## src/rtl/err_event_pkg.sv

```systemverilog
package err_event_pkg;
  localparam int EVT_W    = 8;
  localparam int N_CLASS  = 5;
  localparam int BIT_OPC  = 0;
  // class ranges: lo, hi, target event bit
  localparam int CLS_LO  [N_CLASS] = '{-499, -399, 1,     -299, -199};
  localparam int CLS_HI  [N_CLASS] = '{-400, -300, 32767, -200, -100};
  localparam int CLS_BIT [N_CLASS] = '{2,    3,    3,     4,    5};
endpackage

```

## src/rtl/err_code_classify.sv

```systemverilog
module err_code_classify
  import err_event_pkg::*;
#(
  parameter int CODE_W = 16
) (
  input  logic signed [CODE_W-1:0] code_i,
  input  logic                     valid_i,
  input  logic                     opc_i,
  output logic [EVT_W-1:0]         set_o
);
  logic [N_CLASS-1:0] hit;

  for (genvar g = 0; g < N_CLASS; g++) begin : g_cls
    assign hit[g] = valid_i && (int'(code_i) >= CLS_LO[g]) && (int'(code_i) <= CLS_HI[g]);
  end

  always_comb begin
    set_o = '0;
    set_o[BIT_OPC] = opc_i;
    for (int i = 0; i < N_CLASS; i++) begin
      if (hit[i]) set_o[CLS_BIT[i]] = 1'b1;
    end
  end
endmodule

```

## src/rtl/err_event_latch.sv

```systemverilog
module err_event_latch #(
  parameter int W = 8
) (
  input  logic         clk_i,
  input  logic         rst_ni,
  input  logic [W-1:0] set_i,
  input  logic         clr_i,
  output logic [W-1:0] q_o
);
  always_ff @(posedge clk_i or negedge rst_ni) begin
    if (!rst_ni) q_o <= '0;
    else         q_o <= (clr_i ? '0 : q_o) | set_i;  // new set wins over clear
  end
endmodule

```

## src/rtl/err_event_summary.sv

```systemverilog
module err_event_summary #(
  parameter int W = 8
) (
  input  logic [W-1:0] evt_i,
  input  logic [W-1:0] en_i,
  output logic         sum_o
);
  assign sum_o = |(evt_i & en_i);
endmodule

```

## src/rtl/err_event_status.sv

```systemverilog
module err_event_status
  import err_event_pkg::*;
#(
  parameter int CODE_W = 16
) (
  input  logic                     clk_i,
  input  logic                     rst_ni,
  input  logic signed [CODE_W-1:0] err_code_i,
  input  logic                     err_valid_i,
  input  logic                     opc_done_i,
  input  logic                     rd_i,
  input  logic                     clr_i,
  input  logic                     en_we_i,
  input  logic [EVT_W-1:0]         en_wdata_i,
  output logic [EVT_W-1:0]         event_o,
  output logic [EVT_W-1:0]         enable_o,
  output logic                     summary_o
);
  logic [EVT_W-1:0] set_vec;

  err_code_classify #(.CODE_W(CODE_W)) u_cls (
    .code_i (err_code_i),
    .valid_i(err_valid_i),
    .opc_i  (opc_done_i),
    .set_o  (set_vec)
  );

  err_event_latch #(.W(EVT_W)) u_evt (
    .clk_i (clk_i),
    .rst_ni(rst_ni),
    .set_i (set_vec),
    .clr_i (rd_i | clr_i),
    .q_o   (event_o)
  );

  always_ff @(posedge clk_i or negedge rst_ni) begin
    if (!rst_ni)      enable_o <= '0;
    else if (en_we_i) enable_o <= en_wdata_i;
  end

  err_event_summary #(.W(EVT_W)) u_sum (
    .evt_i(event_o),
    .en_i (enable_o),
    .sum_o(summary_o)
  );
endmodule

```

## config.mk

```make
export PLATFORM = sky130hd
export DESIGN_NAME = err_event_status
export DESIGN_NICKNAME = d
export VERILOG_FILES = /design/src/rtl/err_event_pkg.sv /design/src/rtl/err_code_classify.sv /design/src/rtl/err_event_latch.sv /design/src/rtl/err_event_summary.sv /design/src/rtl/err_event_status.sv
export SDC_FILE = /design/constraint.sdc
export NUM_CORES = 1
export LEC_CHECK = 0
export BUFFER_PORTS_ARGS = -buffer_cell sky130_fd_sc_hd__buf_4
export CORE_MARGIN = 8
export CORE_UTILIZATION = 41
export DETAILED_ROUTE_END_ITERATION = 10
export MAX_ROUTING_LAYER = met4
export PLACE_DENSITY = 0.84
export SLEW_MARGIN = 15
export SYNTH_ARGS = -nofsm -noshare
export SYNTH_HDL_FRONTEND = slang
export SYNTH_SLANG_ARGS = --single-unit
```

## constraint.sdc

```tcl
create_clock -name clk_i -period 1.1 [get_ports clk_i]
set_input_delay 0.22 -clock clk_i [delete_from_list [all_inputs] [get_ports clk_i]]
set_output_delay 0.22 -clock clk_i [all_outputs]
set_load 0.02 [all_outputs]
```

==> summary.txt <==
Timing
  – Setup violators final: 8
  – RSZ-0062 raised after global routing: yes
  – Final Max Slew Viols: 0
  – Fmax: 0.681 GHz
  – Final setup TNS: -0.921 ns
  – Hold Fails Final Rpt: 0
  – Final Critical Period: 1.47 ns
  – Final period util: 1.34
  – Final Skew: 0 ns
  – Final setup margin: -0.369 ns

Power
  – Seq pwr share: 0.429
  – Logic pwr share: 0.348
  – Static leakage: 0.659 nW
  – Pwr dens: 924 nW/um2
  – IR drop worst, VDD: 462 uV
  – Clk pwr share: 0.223
  – Switching Fraction: 0.282
  – Int Power: 0.000899 W
  – P_sw: 0.000353 W
  – Tot Pwr: 0.00125 W

Worst hold path
  – Hold crit path type: input port to flip-flop
  – Hold Crit Depth: 2

Status
  – Failing checks: negative setup slack
  – Status: finished, violations left

Worst setup path
  – Setup crit end kind: output pin
  – Critical Path Start Type: flip-flop
  – Crit Path Class: flip-flop to output pin
  – R2r worst-path depth: 3
  – Critical Path RT: 0.88 ns
  – Crit-path max FO: 2
  – WP data arrival: 1.25 ns

Floorplanning
  – I/O pin count: 48
  – Row count: 15
  – Core Region: 1710 um2
  – Die Ht: 58.5 um
  – Die area: 3420 um2
  – Die X: 58.5 um
  – Starting Density: 0.434

Clocking
  – Clk sinks: 13
  – Worst-skew pair later-pin latency: 0.26 ns
  – Clock tree from TritonCTS: yes
  – Max Buffers Root-to-Sink: 2
  – Clock slew at reported path FFs: 0.07 ns
  – CTS root buffer: clkbuf_4
  – Htree depth: 1
  – Clock buffer count from CTS: 3

Detailed routing
  – Drt pass-1 iters: 4
  – Routed WL per cell: 15.3 um
  – Initial DRC count: 13
  – Drt total wl: 2.51 mm
  – Via count: 857
  – DRC Markers: 0
  – Via-to-Cell Ratio: 5.23
  – DRT antenna net count: 0

Finish
  – Layout fillers: 117
  – Area added between synthesis and finish: 82.9%
  – Share of layout cells above drive strength 1: 0.547
  – Inserted Diodes: 0
  – Most frequent cells in the layout: buf_4, buf_6, dfrtp_1
  – Final #Nets: 171
  – Commonest non-fill, non-tap cell in the layout: buf_4

GRT
  – Met2 Use GR: 0.257
  – GRT Resource Usage Total: 0.140
  – Largest net degree at the start of global routing: 14
  – Met1 Use GR: 0.139
  – Number of global-route vias before repair: 868
  – Global-route wire length before repair: 3.72 mm
  – Initial antenna violation count: 0
  – Met3 Resource Use GR: 0.0413
  – Busiest grt layer: met2
  – Grt ovf: 0

Placed design
  – DP HPWL: 2.05 mm
  – Gpl congestion: 0.887
  – # port buffers: 44

Logic synthesis
  – Top cells by area, synth: dfrtp_1, mux2_1, buf_4
  – Yosys top cell area share: 0.439
  – Synth Instances: 71
  – Ys Warns: 0
  – Cell taking the most area after synthesis: dfrtp_1
  – Register bit total from synthesis: 13
  – Mapped cell area: 741 um2
  – Main flop type after synthesis: dfrtp_1
  – Post-synthesis cell type count: 31
  – Synth Area per Inst: 10.4 um2
  – Post-synth EDFFs: 0
  – Sequential share of the synthesized area: 0.439
  – Ys async rst share: 1.00

Job
  – Max-Cap Viols: 0
## final cells by class
cell class	instances	area, um2	area share
timing repair buffer	67	566	0.417
inverter	2	7.51	0.00554
tap	25	31.3	0.0231
clock buffer	4	26.3	0.0194
multi-input combinational	53	397	0.293
sequential	13	328	0.242
## sequential cells by signal (all words and copies together), names as in the netlist
name and cells:
enable_o 8, u_evt.q_o 5
## power groups by stage
stage / clock network, W / registers, W / logic (W)
2_1_floorplan: 0 / 0.000587 / 0.000103
3_3_place_gp: 0 / 0.000541 / 0.000381
3_5_place_dp: 0 / 0.000545 / 0.000392
4_1_cts: 0.000283 / 0.000538 / 0.000426
5_1_grt: 0.000312 / 0.000541 / 0.000466
6_report: 0.000279 / 0.000537 / 0.000436
## critical path, cell delays in order, from the launching register on
cell,delay (ns)
dfrtp_2,0.41
a222oi_1,0.32
nand2_1,0.11
buf_6,0.14
## worst paths after layout
path / startpoint / to / slack (ns)
setup / recovery: enable_o[0]$_DFFE_PN0P_ / summary_o / -0.37
hold / removal: opc_done_i / u_evt.q_o[0]$_DFF_PN0_ / 0.14
max in group asynchronous: rst_ni / u_evt.q_o[0]$_DFF_PN0_ / 0.58
min in group asynchronous: rst_ni / enable_o[4]$_DFFE_PN0P_ / 0.34
hold reg to reg: enable_o[7]$_DFFE_PN0P_ / enable_o[7]$_DFFE_PN0P_ / 0.49
setup reg to reg: enable_o[0]$_DFFE_PN0P_ / enable_o[0]$_DFFE_PN0P_ / 0.06
## logic make-up (layout without fill, tap and decap cells)
family	after synthesis	in the layout	share of synthesized area
compound gates	17	17	0.198
buf+inv	7	73	0.0507
flops	13	13	0.439
mux	8	8	0.122
other cells	1	3	0.00506
simple gates	25	25	0.186
## what timing repair did
item                                    in CTS  in global routing
endpoints found under the hold margin       13                  0
pin swaps                                    4                  2
gates resized for setup                     14                  5
buffers inserted                             2                  4
endpoints found under the setup margin       8                  9
hold buffers                                 1                  0
## Yosys cell counts (2+ instances only)
library cell / n
a211oi_1: 2
a22o_1: 2
buf_4: 3
clkbuf_1: 2
dfrtp_1: 13
inv_1: 2
mux2_1: 8
nand2_1: 6
nand3_1: 3
nand4_1: 3
nor2_1: 2
nor3_1: 3
o211ai_1: 2
or2_1: 2
or4_1: 2
## per-layer routing
| metal | part of all wire | wire length, um |
|---|---|---|
| met5 | 0 | 0 |
| met4 | 0 | 0 |
| met3 | 0.074 | 187 |
| met2 | 0.52 | 1310 |
| met1 | 0.40 | 1020 |
## through the flow
stage | util | std cells | instance area (um2) | hold WS, ns | setup slack, ns
final | 0.793 | 164 | 1360 | 0.143 | -0.369
after global routing | 0.793 | 164 | 1360 | 0.136 | -0.437
after CTS | 0.782 | 163 | 1340 | 0.133 | -0.421
after detailed placement | 0.721 | 156 | 1230 | 0.0683 | -0.493
after global placement | 0.721 | 156 | 1230 | 0.0679 | -0.477
after floorplan | - | 73 | 757 | -0.0756 | -0.331
No activity file was read; power rests on OpenSTA's default activity.
